### config.mk
export PLATFORM = sky130hd
export DESIGN_NAME = rank_pd_ctrl
export DESIGN_NICKNAME = d
export VERILOG_FILES = /design/src/rtl/rpd_pkg.sv /design/src/rtl/rpd_idle_timer.sv /design/src/rtl/rpd_rank_fsm.sv /design/src/rtl/rpd_io_dll_gate.sv /design/src/rtl/rank_pd_ctrl.sv
export SDC_FILE = /design/constraint.sdc
export NUM_CORES = 1
export LEC_CHECK = 0
export ABC_CLOCK_PERIOD_IN_PS = 3850
export BUFFER_PORTS_ARGS = -buffer_cell sky130_fd_sc_hd__buf_2
export CAP_MARGIN = 20
export CELL_PAD_IN_SITES_DETAIL_PLACEMENT = 0
export CELL_PAD_IN_SITES_GLOBAL_PLACEMENT = 1
export CORE_ASPECT_RATIO = 1.75
export CORE_MARGIN = 2
export CORE_UTILIZATION = 30
export CTS_CLUSTER_DIAMETER = 150
export DETAILED_ROUTE_END_ITERATION = 16
export PLACE_DENSITY_LB_ADDON = 0.08
export SLEW_MARGIN = 0
export SYNTH_ARGS = -nofsm -noshare
export SYNTH_HDL_FRONTEND = slang
export SYNTH_HIERARCHICAL = 1
export SYNTH_SLANG_ARGS = --single-unit
### constraint.sdc
create_clock -name clk -period 3.85 [get_ports clk]
set_input_delay 1.155 -clock clk [delete_from_list [all_inputs] [get_ports clk]]
set_output_delay 1.155 -clock clk [all_outputs]
set_load 0.02 [all_outputs]
### src/rtl/rpd_pkg.sv
package rpd_pkg;
  typedef enum logic [2:0] {
    PDM_NONE    = 3'd0,
    PDM_FAST    = 3'd1,
    PDM_PRECH   = 3'd2,
    PDM_DLL     = 3'd3,
    PDM_F2PRECH = 3'd4,
    PDM_F2DLL   = 3'd5
  } pd_mode_e;

  typedef enum logic [2:0] {
    RS_ACT,
    RS_EXIT,
    RS_PRE,
    RS_HOLD,
    RS_PDF,
    RS_PDD
  } rank_st_e;
endpackage

### src/rtl/rpd_idle_timer.sv
module rpd_idle_timer #(
  parameter int IDLE_W = 8
) (
  input  logic              clk,
  input  logic              rst,
  input  logic              busy,
  input  logic [IDLE_W-1:0] limit,
  output logic              done
);
  localparam logic [IDLE_W-1:0] CNT_MAX = {IDLE_W{1'b1}};
  logic [IDLE_W-1:0] cnt;

  always_ff @(posedge clk) begin
    if (rst || busy) cnt <= '0;
    else if (cnt != CNT_MAX) cnt <= cnt + 1'b1;
  end

  assign done = (cnt >= limit);
endmodule

### src/rtl/rpd_rank_fsm.sv
module rpd_rank_fsm
  import rpd_pkg::*;
#(
  parameter int BANKS    = 4,
  parameter int EXIT_CYC = 3
) (
  input  logic             clk,
  input  logic             rst,
  input  pd_mode_e         mode,
  input  logic             busy,
  input  logic             idle_done,
  input  logic [BANKS-1:0] pages_closed,
  input  logic             pre_gnt,
  output logic             cke,
  output logic             pre_req,
  output logic             dll_off,
  output logic             ready
);
  localparam int EW = (EXIT_CYC < 2) ? 1 : $clog2(EXIT_CYC);
  localparam logic [EW-1:0] EXIT_LAST = EW'(EXIT_CYC - 1);

  rank_st_e     st;
  logic [EW-1:0] ecnt;
  logic          resume;
  logic          dll_q;
  logic          hybrid;

  assign hybrid = (mode == PDM_F2PRECH) || (mode == PDM_F2DLL);

  always_ff @(posedge clk) begin
    if (rst) begin
      st     <= RS_ACT;
      ecnt   <= '0;
      resume <= 1'b0;
      dll_q  <= 1'b0;
    end else begin
      case (st)
        RS_ACT: begin
          if (!busy && idle_done) begin
            case (mode)
              PDM_NONE:  st <= RS_ACT;
              PDM_PRECH: st <= RS_PRE;
              default: begin
                st    <= RS_PDF;
                dll_q <= (mode == PDM_DLL);
              end
            endcase
          end
        end
        RS_PDF: begin
          if (busy) begin
            st     <= RS_EXIT;
            ecnt   <= '0;
            resume <= 1'b0;
            dll_q  <= 1'b0;
          end else if (hybrid && (&pages_closed)) begin
            st     <= RS_EXIT;
            ecnt   <= '0;
            resume <= 1'b1;
            dll_q  <= 1'b0;
          end
        end
        RS_EXIT: begin
          if (ecnt == EXIT_LAST) begin
            st     <= resume ? RS_PRE : RS_ACT;
            resume <= 1'b0;
          end else begin
            ecnt <= ecnt + 1'b1;
          end
        end
        RS_PRE: begin
          if (pre_gnt) st <= RS_HOLD;
        end
        RS_HOLD: begin
          if (busy) st <= RS_ACT;
          else begin
            st    <= RS_PDD;
            dll_q <= (mode == PDM_DLL) || (mode == PDM_F2DLL);
          end
        end
        RS_PDD: begin
          if (busy) begin
            st     <= RS_EXIT;
            ecnt   <= '0;
            resume <= 1'b0;
            dll_q  <= 1'b0;
          end
        end
        default: st <= RS_ACT;
      endcase
    end
  end

  assign cke     = !((st == RS_PDF) || (st == RS_PDD));
  assign pre_req = (st == RS_PRE);
  assign dll_off = dll_q;
  assign ready   = (st == RS_ACT);
endmodule

### src/rtl/rpd_io_dll_gate.sv
module rpd_io_dll_gate #(
  parameter int WAKE_W = 8
) (
  input  logic              clk,
  input  logic              rst,
  input  logic              all_asleep,
  input  logic              gate_en,
  input  logic [WAKE_W-1:0] wake,
  output logic              off,
  output logic              ready
);
  logic [WAKE_W-1:0] wcnt;

  always_ff @(posedge clk) begin
    if (rst) begin
      off  <= 1'b0;
      wcnt <= '0;
    end else if (off) begin
      if (!(gate_en && all_asleep)) begin
        off  <= 1'b0;
        wcnt <= wake;
      end
    end else begin
      if (wcnt != '0) wcnt <= wcnt - 1'b1;
      if (gate_en && all_asleep) off <= 1'b1;
    end
  end

  assign ready = !off && (wcnt == '0);
endmodule

### src/rtl/rank_pd_ctrl.sv
module rank_pd_ctrl
  import rpd_pkg::*;
#(
  parameter int NUM_RANKS = 2,
  parameter int BANKS     = 4,
  parameter int EXIT_CYC  = 3,
  parameter int IDLE_W    = 8,
  parameter int MIN_IDLE  = 15,
  parameter int WAKE_W    = 8
) (
  input  logic                       clk,
  input  logic                       rst,
  input  logic [2:0]                 mode_sel,
  input  logic [IDLE_W-1:0]          idle_limit,
  input  logic                       io_dll_gate_en,
  input  logic [WAKE_W-1:0]          io_dll_wake,
  input  logic [NUM_RANKS-1:0]       arrive,
  input  logic [NUM_RANKS-1:0]       queue_empty,
  input  logic [NUM_RANKS*BANKS-1:0] page_expired,
  input  logic [NUM_RANKS-1:0]       pre_gnt,
  output logic [NUM_RANKS-1:0]       cke,
  output logic [NUM_RANKS-1:0]       pre_req,
  output logic [NUM_RANKS-1:0]       dll_off,
  output logic [NUM_RANKS-1:0]       rank_ready,
  output logic                       io_dll_off,
  output logic                       io_dll_ready
);
  localparam logic [IDLE_W-1:0] FLOOR = IDLE_W'(MIN_IDLE);

  logic [IDLE_W-1:0] thr;
  pd_mode_e          mode_q;
  pd_mode_e          mode_dec;
  logic [NUM_RANKS-1:0] busy;
  logic [NUM_RANKS-1:0] idle_done;

  assign thr  = (idle_limit < FLOOR) ? FLOOR : idle_limit;
  assign busy = arrive | ~queue_empty;

  always_comb begin
    case (mode_sel)
      3'd1:    mode_dec = PDM_FAST;
      3'd2:    mode_dec = PDM_PRECH;
      3'd3:    mode_dec = PDM_DLL;
      3'd4:    mode_dec = PDM_F2PRECH;
      3'd5:    mode_dec = PDM_F2DLL;
      default: mode_dec = PDM_NONE;
    endcase
  end

  always_ff @(posedge clk) begin
    if (rst) mode_q <= PDM_NONE;
    else if (&cke) mode_q <= mode_dec;
  end

  for (genvar r = 0; r < NUM_RANKS; r++) begin : g_rank
    rpd_idle_timer #(.IDLE_W(IDLE_W)) u_timer (
      .clk   (clk),
      .rst   (rst),
      .busy  (busy[r]),
      .limit (thr),
      .done  (idle_done[r])
    );

    rpd_rank_fsm #(.BANKS(BANKS), .EXIT_CYC(EXIT_CYC)) u_fsm (
      .clk          (clk),
      .rst          (rst),
      .mode         (mode_q),
      .busy         (busy[r]),
      .idle_done    (idle_done[r]),
      .pages_closed (page_expired[r*BANKS +: BANKS]),
      .pre_gnt      (pre_gnt[r]),
      .cke          (cke[r]),
      .pre_req      (pre_req[r]),
      .dll_off      (dll_off[r]),
      .ready        (rank_ready[r])
    );
  end

  rpd_io_dll_gate #(.WAKE_W(WAKE_W)) u_iodll (
    .clk        (clk),
    .rst        (rst),
    .all_asleep (~|cke),
    .gate_en    (io_dll_gate_en),
    .wake       (io_dll_wake),
    .off        (io_dll_off),
    .ready      (io_dll_ready)
  );
endmodule

==> flow_summary.toml, run 1 <==
[drt]
via_count = 2767
drtAntennaViolNets = 0
drt_iter0_drc = 60
avgViaCountPerCell = 5.211
wl_per_cell_um = 15.08
drc = 0
drt-pass1-iter-count = 4
routed_wl_um = 8010

[placement]
place_inst = 524
dp_hpwl_um = 6192
portBuffers = 45
place.gp.congestion = 0.7867

[yosys]
yosysTopAreaCellShare_pct = 27.69
synth_edf_count = 0
synth_ff_type = "dfxtp_1"
synth_nets = 431
synth_area_sq_um = 3037
synth_warnings = 6
netlist_instances = 373
async_flop_share_pct = 0
synth_top_cell_by_area = "dfxtp_1"
seq_area_frac_synth_pct = 27.69
yosys.cell_types.count = 63
syn_avg_cell_area_sq_um = 8.141
synth_seq_cells = 42
yosys-top-cells-area = "dfxtp_1 (28%), ha_1 (9.1%), a21oi_1 (5.4%), nand2_1 (4.0%), inv_1 (3.2%)"

[final_layout]
diodes = 0
area_delta_synth_final_pct = 13.97
final_common_cell = "buf_2"
nets = 464
layoutNonFillerInstCount = 531
drive_gt1_share_pct = 19.46
final_cell_mix = "buf_2 (45), dfxtp_1 (42), a21oi_1 (33), nand2_1 (32), inv_1 (26)"
num-fill-cells = 1066

[sta]
finalHoldViolations = 0
relSlewSlack_pct = 55.95
max_freq_mhz = 297.1
rsz0062_at_grt = "false"
worst_clock_skew_ns = 0.003812
fin_crit_sh_pct = 87.44
slew_viol_final = 0
setup_viol_count_final = 0
tightest_slew_ns = 0.6549
fin_setup_tns_ns = 0
fin_crit_ns = 3.366

[floorplan]
dieWidth_um = 80.06
die_y_um = 137.1
core.rowCount = 48
initial_core_util_pct = 30.83
ios = 46
design.core.area_sq_um = 9849
die_area_sq_um = 10980

[critical_path]
crit_path_max_incr_delay_ns = 0.44
cp_top_family = "simple AND/OR/NAND/NOR gates"
start_kind = "input port"
cp.required_ns = 4.04
end_kind = "register"
worst-path-buf-inv = 2
cpMostUsedCell = "a21oi_1"
critPathArrivalTime_ns = 3.56
crit_chain = "buf_2 -> nor4_2 -> or2_2 -> inv_1 -> ha_1 -> o21a_1 -> nor2_1 -> o31ai_1 -> or3b_1 -> a21oi_1 -> a21oi_1 -> a311oi_1"
critPathKind = "input port to register"
critical-path-slowest-cell = "or3b_1"
path_max_fanout = 4

[global_route]
overflow = 0
grt_pass1_vias = 2658
grt_pass1_wl_um = 12950
grt_max_degree = 27
antenna_found_initial = 0
track_usage_pct = 15.17

[power]
swShare_pct = 37.91
leakage_nw = 1.396
power_switching_uw = 612.5
power.total_mw = 1.616
pwr-share-seq_pct = 37.1
p_int_mw = 1.003
comb_power_share_pct = 37.3
p_per_area_nw_per_um2 = 466.8
peakVddDrop_mv = 0.3144
pwr-share-clk_pct = 25.6

[cts]
numClockSinks = 42
postCtsHoldBufs = 0
cts_buffer_depth = 2
cts_buffers = 5
clk_latency_ns = 0.29
htreeDepth = 2
cts_tree = "yes"
cts_root_buffer = "clkbuf_16"
clk_pin_slew_ns = 0.06
post-cts-setup-buffer-count = 0
post_cts_resized = 0

[job]
max_cap_violations = 0

[run_status]
status = "finished clean"

[hold_path]
hold_class = "register to register"
-- Yosys cell counts, drive strengths merged (4+ instances only) --
cell type and count:
inv 26, mux2i 4, nor2 25, a211oi 5
a211o 4, a31oi 12, nand2b 14, nand3 4
o211ai 4, dfxtp 42, nor3 8, nand2 32
and4 4, nand4 6, a2111oi 5, o21a 5
clkbuf 10, o21ai 18, ha 22, buf 11
a21oi 33, and3 8, o21bai 4, o31ai 7
or2 6, nor2b 6
-- power groups by stage --
| stage | logic [mW] | clock network, mW | registers, mW |
|---|---|---|---|
| finish | 0.602 | 0.414 | 0.599 |
| global route | 0.692 | 0.446 | 0.612 |
| CTS | 0.606 | 0.431 | 0.597 |
| detailed placement | 0.606 | 0 | 0.606 |
| global placement | 0.606 | 0 | 0.607 |
| floorplan | 0.538 | 0 | 0.543 |
-- flip-flops by register name (all words and copies together) (netlist names) --
name / count
g_rank.u_fsm/ecnt: 4
g_rank.u_fsm/st: 6
u_iodll/wcnt: 8
g_rank.u_timer/cnt: 16
g_rank.u_fsm/resume: 2
u_iodll/off: 1
g_rank.u_fsm/dll_off: 2
mode_q: 3
-- final timing paths --
path / from / end / slack (ns) / cells after the start
worst max-delay path: idle_limit[6] / g_rank[1].u_fsm/st[0] / 0.48 / 12
worst min-delay path: g_rank[0].u_fsm/ecnt[0] / g_rank[0].u_fsm/ecnt[0] / 0.47 / 2
worst min register to register: g_rank[0].u_fsm/ecnt[0] / g_rank[0].u_fsm/ecnt[0] / 0.47 / 2
worst max register to register: g_rank[1].u_fsm/st[1] / u_iodll/wcnt[7] / 1.37 / 6
-- metrics by stage --
step	worst slack, ns	hold WS (ns)	utilization [%]	cell area [sq um]
floorplan	0.6166	0.4490	-	3037
global placement	0.1839	0.4596	33.79	3328
detailed placement	0.1684	0.4644	33.79	3328
CTS	0.4457	0.4748	35.14	3461
global route	0.1615	0.5021	35.14	3461
finish	0.4836	0.4743	35.14	3461
-- cells by family (layout without fill, tap and decap cells) --
kind of cell / count (synthesis) / after routing / share of synthesized area (%)
compound gates: 124 / 124 / 29.75
simple gates: 134 / 134 / 25.50
flops: 42 / 42 / 27.69
buf+inv: 47 / 80 / 6.675
mux: 4 / 4 / 1.319
fa+ha+maj: 22 / 22 / 9.065
-- final cells by class --
class	count	area (sq um)	share of cell area (%)
flip-flops and latches	42	840.8	24.29
well taps	125	156.4	4.519
repair buffers	47	240.2	6.941
multi-input cells	284	1993	57.59
inverters	26	97.59	2.820
clock buffers	7	132.6	3.832
-- per-layer routing --
metal / global-route usage [%] / wire length [um]
met2: 28.84 / 4379
met3: 2.441 / 170
met4: 5.838 / 169
met5: 0 / 0
met1: 16.26 / 3290
-- worst reg2reg max path, stage by stage, from the launching register on --
cell,delay (ns)
dfxtp_1,0.65
nand2b_1,0.46
nor2_1,0.13
nand3_1,0.24
a21boi_0,0.59
o21a_1,0.21
o32ai_1,0.06
(Power assumes the default switching activity.)
==> run 2, diff against run 1 <==
Settings changed: SYNTH_HIERARCHICAL 1 to unset.
==> run 2 against run 1 <==
Routed wire length down 13%. Register-to-register slack better by 0.08 ns. Die area down 6.3%. Via count down 9.3%. Maximum frequency up 15%. Worst hold slack worse by 0.0015 ns. Final cell count down 3.8%. Cell area down 6.8%. Critical path type unchanged. Flip-flop and latch count unchanged. Critical endpoint is now g_rank[0].u_fsm.dll_off. Sequential power down 12%. Non-clock buffer count down 2. First-iteration DRC count up 33%.
==> flow_summary.toml, run 2 <==
[run_status]
status = "finished clean"

[final_layout]
drive_gt1_share_pct = 16.45
largest_reg_flops = 16
top_register = "g_rank.u_timer.cnt"
final_common_cell = "nor2_1"
final_cell_mix = "nor2_1 (59), buf_2 (45), dfxtp_1 (42), a21oi_1 (26)"
area_delta_synth_final_pct = 13.62
fin_util_pct = 34.48
nets = 445
largestRegisters = "g_rank.u_timer.cnt (16), u_iodll.wcnt (8), g_rank.u_fsm.st (6)"
num-fill-cells = 997
layoutNonFillerInstCount = 511
diodes = 0

[placement]
place.gp.congestion = 0.7610
portBuffers = 45
place_inst = 503
dp_hpwl_um = 5370

[cts]
cts_buffers = 5
clk_pin_slew_ns = 0.06
post-cts-setup-buffer-count = 0
cts_tree = "yes"
post_cts_resized = 0
numClockSinks = 42
clk_latency_ns = 0.29
cts_buffer_depth = 2
htreeDepth = 2
postCtsHoldBufs = 0
cts_root_buffer = "clkbuf_16"

[floorplan]
die_area_sq_um = 10280
die_y_um = 132.7
core.rowCount = 47
design.core.area_sq_um = 9350
initial_core_util_pct = 30.35
dieWidth_um = 77.52
ios = 46

[critical_path]
crit_path_max_incr_delay_ns = 0.45
path_max_fanout = 4
start_kind = "input port"
critPathArrivalTime_ns = 3.10
cp.required_ns = 4.03
critPathKind = "input port to register"
cp_top_family = "adder cells"
critical-path-slowest-cell = "nor4_1"
worst-path-buf-inv = 1
end_kind = "register"
crit_chain = "buf_2 -> nor4_1 -> nor2_1 -> ha_1 -> a21oi_1 -> maj3_1 -> o211ai_1 -> o21ai_1 -> mux2i_1"

[sta]
relSlewSlack_pct = 45.83
slew_viol_final = 0
max_freq_mhz = 341.9
fin_crit_ns = 2.925
fin_setup_tns_ns = 0
worst_clock_skew_ns = 0.004527
rsz0062_at_grt = "false"
tightest_slew_ns = 0.8096
fin_crit_sh_pct = 75.96
setup_viol_count_final = 0
finalHoldViolations = 0
holdWs_ns = 0.4728

[yosys]
synth_warnings = 0
synth_area_sq_um = 2838
yosysTopAreaCellShare_pct = 29.63
syn_avg_cell_area_sq_um = 7.817
synth_top_cell_by_area = "dfxtp_1"
async_flop_share_pct = 0
synth_seq_cells = 42
seq_area_frac_synth_pct = 29.63
synth_nets = 420
yosys.cell_types.count = 58
synth_ff_type = "dfxtp_1"
yosys-top-cells-area = "dfxtp_1 (30%), ha_1 (9.3%), nor2_1 (7.8%), a21oi_1 (4.6%), mux2i_1 (3.9%)"
synth_edf_count = 0
netlist_instances = 363
netlist_top_cells_count = "nor2_1 (59), dfxtp_1 (42), a21oi_1 (26)"
synthMostInstantiatedCell = "nor2_1"

[power]
pwr-share-clk_pct = 31.9
peakVddDrop_mv = 0.2178
power_switching_uw = 436.4
p_per_area_nw_per_um2 = 423.8
leakage_nw = 1.310
pwr-share-seq_pct = 38.7
swShare_pct = 31.94
p_int_uw = 930.0
comb_power_share_pct = 29.5
power.total_mw = 1.366

[hold_path]
hold_class = "register to register"

[drt]
routed_wl_um = 6933
avgViaCountPerCell = 4.910
drc = 0
drt_iter0_drc = 80
drtAntennaViolNets = 0
drt-pass1-iter-count = 4
wl_per_cell_um = 13.57
via_count = 2509

[global_route]
antenna_found_initial = 0
grt_max_degree = 32
grt_pass1_wl_um = 11420
grt_pass1_vias = 2387
overflow = 0
track_usage_pct = 13.85

[job]
max_cap_violations = 0
[run 2: cell types whose count changed after synthesis, sizes merged, moves of 7 or more]
cell,previous run,this run
mux2i,4,11
a21oi,33,26
a31oi,12,2
nor2,25,59
nand2,32,22
[run 2: area by class of cell]
type	instances	area, sq um	area share [%]
flip-flops and latches	42	840.8	26.08
repair buffers	45	225.2	6.985
well taps	122	152.6	4.734
clock inverters	1	5.005	0.1552
inverters	21	78.83	2.445
clock buffers	7	142.6	4.424
multi-input cells	273	1779	55.18
[run 2: metrics by stage]
step	cell area [sq um]	setup WS [ns]
2_1_floorplan	2838	0.9511
3_3_place_gp	3077	0.6476
3_5_place_dp	3077	0.5964
4_1_cts	3224	0.9079
5_1_grt	3224	0.7205
6_report	3224	0.9254
[run 2: power groups by stage]
stage	Combinational [mW]	Clock (mW)	Sequential (mW)
floorplan	0.330	0	0.526
global placement	0.411	0	0.539
detailed placement	0.410	0	0.538
CTS	0.411	0.451	0.528
global route	0.468	0.465	0.537
finish	0.403	0.435	0.528
[run 2: path summary, 6_finish.rpt]
kind / slack (ns) / end / startpoint / depth (start not counted)
worst max-delay path: 0.93 / g_rank[0].u_fsm.dll_off / idle_limit[4] / 9
worst min-delay path: 0.47 / g_rank[0].u_fsm.ecnt[0] / g_rank[0].u_fsm.ecnt[0] / 1
worst max register to register: 1.45 / u_iodll.wcnt[5] / u_iodll.off / 6
worst min register to register: 0.47 / g_rank[0].u_fsm.ecnt[0] / g_rank[0].u_fsm.ecnt[0] / 1
[run 2: kinds of logic after synthesis]
kind of cell    after synthesis  share of synthesized area (%)
simple gates                159                          29.41
compound gates               72                          16.93
buf+inv                      48                          7.672
flops                        42                          29.63
fa+ha+maj                    23                          10.01
mux                          11                          3.880
xor+xnor                      8                          2.469
[run 2: routing by layer]
metal,GRT usage (%),routed length (um)
met1,14.74,2822
met4,4.762,106
met2,26.76,3808
met3,2.319,195
met5,0,0
==> run 3, diff against run 2 <==
Settings changed: ABC_CLOCK_PERIOD_IN_PS 3850 to 2900.
Clock period 3.85 ns to 2.9 ns, I/O delays scaled along.
==> run 3 against run 2 <==
Routed wire length is 0.38% higher. Worst hold slack better by 0.0077 ns. Combinational power is 44% higher. Sequential share of layout area is 0.18 points lower. Final cell count is 0.78% higher. Critical path depth is 2 higher. Cell area is 0.70% higher. Core utilization is 0.24 points higher. Clock power is 23% higher. Critical endpoint unchanged.
==> flow_summary.toml, run 3 (synthesis results as in run 2) <==
[floorplan]
core.rowCount = 47
initial_core_util_pct = 30.35
dieWidth_um = 77.52
ios = 46
die_y_um = 132.7
design.core.area_sq_um = 9350
die_area_sq_um = 10280

[critical_path]
path_max_fanout = 4
critPathArrivalTime_ns = 2.72
cp.required_ns = 3.08
crit_chain = "buf_2 -> nor4_1 -> buf_4 -> or2_2 -> ha_1 -> nand2b_1 -> a21oi_1 -> maj3_1 -> o211ai_1 -> o21ai_1 -> mux2i_1"
start_kind = "input port"
crit_path_max_incr_delay_ns = 0.35
r2r-start = "g_rank[1].u_fsm.st[1]"
cp_top_family = "adder cells"
critPathKind = "input port to register"
cp-startpoint = "idle_limit[6]"
critical-path-slowest-cell = "maj3_1"
worst-path-buf-inv = 2
end_kind = "register"

[power]
power.total_mw = 1.816
p_per_area_nw_per_um2 = 559.4
peakVddDrop_mv = 0.2657
leakage_nw = 1.325

[placement]
portBuffers = 45
postPlaceCellArea_sq_um = 3114
place_inst = 508
dp_hpwl_um = 5401
place.gp.congestion = 0.7189

[cts]
cts_root_buffer = "clkbuf_16"
cts_tree = "yes"
clk_latency_ns = 0.28
cts_buffer_depth = 2
numClockSinks = 42
postCtsHoldBufs = 0
post-cts-setup-buffer-count = 0
clk_pin_slew_ns = 0.06
htreeDepth = 2
post_cts_resized = 0
cts_buffers = 5

[drt]
drc = 0
routed_wl_um = 6959
avgViaCountPerCell = 4.887
wl_per_cell_um = 13.51
drt-pass1-iter-count = 4
via_count = 2517
drt_iter0_drc = 95
drtAntennaViolNets = 0

[global_route]
antenna_found_initial = 0
overflow = 0
grt_max_degree = 32
grt_pass1_wl_um = 11430
grt_pass1_vias = 2468
track_usage_pct = 13.86

[run_status]
status = "finished clean"

[sta]
fin_crit_ns = 2.547
fin_crit_sh_pct = 87.84
finalHoldViolations = 0
holdWs_ns = 0.4804
max_freq_mhz = 392.6
fin_setup_tns_ns = 0
relSlewSlack_pct = 59.93
slew_viol_final = 0
tightest_slew_ns = 0.6010
rsz0062_at_grt = "false"
setup_viol_count_final = 0
worst_clock_skew_ns = 0.004394

[final_layout]
area_delta_synth_final_pct = 14.42
final_common_cell = "nor2_1"
layoutNonFillerInstCount = 515
diodes = 0
fin_area_sq_um = 3247
num-fill-cells = 1013
multi_input_area_sq_um = 1779
largest_reg_flops = 16
top_register = "g_rank.u_timer.cnt"
largestRegisters = "g_rank.u_timer.cnt (16), u_iodll.wcnt (8), g_rank.u_fsm.st (6)"
final-seq-area_sq_um = 840.8
final_cell_mix = "nor2_1 (59), buf_2 (45), dfxtp_1 (42), a21oi_1 (26)"
drive_gt1_share_pct = 17.05
nets = 450

[hold_path]
min-delay-start = "g_rank[0].u_fsm.resume"
hold_class = "register to register"

[job]
max_cap_violations = 0
run 3: worst paths after layout:
check	slack (ns)	cells after the start	end
worst max-delay path	0.35	11	g_rank[0].u_fsm.dll_off
worst min-delay path	0.48	2	g_rank[0].u_fsm.resume
worst max register to register	1.00	7	u_iodll.wcnt[5]
worst min register to register	0.48	2	g_rank[0].u_fsm.resume
run 3: area by class of cell:
cell class / instances / share of cell area, %
multi-input cells: 273 / 54.80
repair buffers: 50 / 8.092
flip-flops and latches: 42 / 25.90
inverters: 21 / 2.428
well taps: 122 / 4.701
clock buffers: 7 / 4.085
run 3: metal layers:
| layer | GRT usage [%] | share of wire, % | vias to the layer above |
|---|---|---|---|
| met1 | 13.51 | 38 | 1148 |
| li1 | - | - | 1327 |
| met4 | 5.060 | 1.6 | 0 |
| met3 | 2.387 | 2.8 | 7 |
| met5 | 0 | 0 | - |
| met2 | 28.02 | 57 | 35 |
run 3: power breakdown:
part	total [mW]	switching, mW	internal [mW]
combinational	0.579	0.292	0.287
clock	0.536	0.221	0.315
sequential	0.701	0.0655	0.636
run 3: through the flow:
| stage | setup WS, ns | util, % |
|---|---|---|
| 3_3_place_gp | 0.05975 | 33.31 |
| 2_1_floorplan | 0.2861 | - |
| 3_5_place_dp | 0.02948 | 33.31 |
| 5_1_grt | 0.1401 | 34.73 |
| 6_report | 0.3526 | 34.73 |
| 4_1_cts | 0.3426 | 34.73 |
run 3: worst register-to-register path: cells and delay by family, from the launching register on:
family,cells,cell delay (ns)
buffers and inverters,1,0.20
AOI/OAI and AO/OA,2,0.29
and+or+nand+nor,4,0.63
DFF,1,0.66
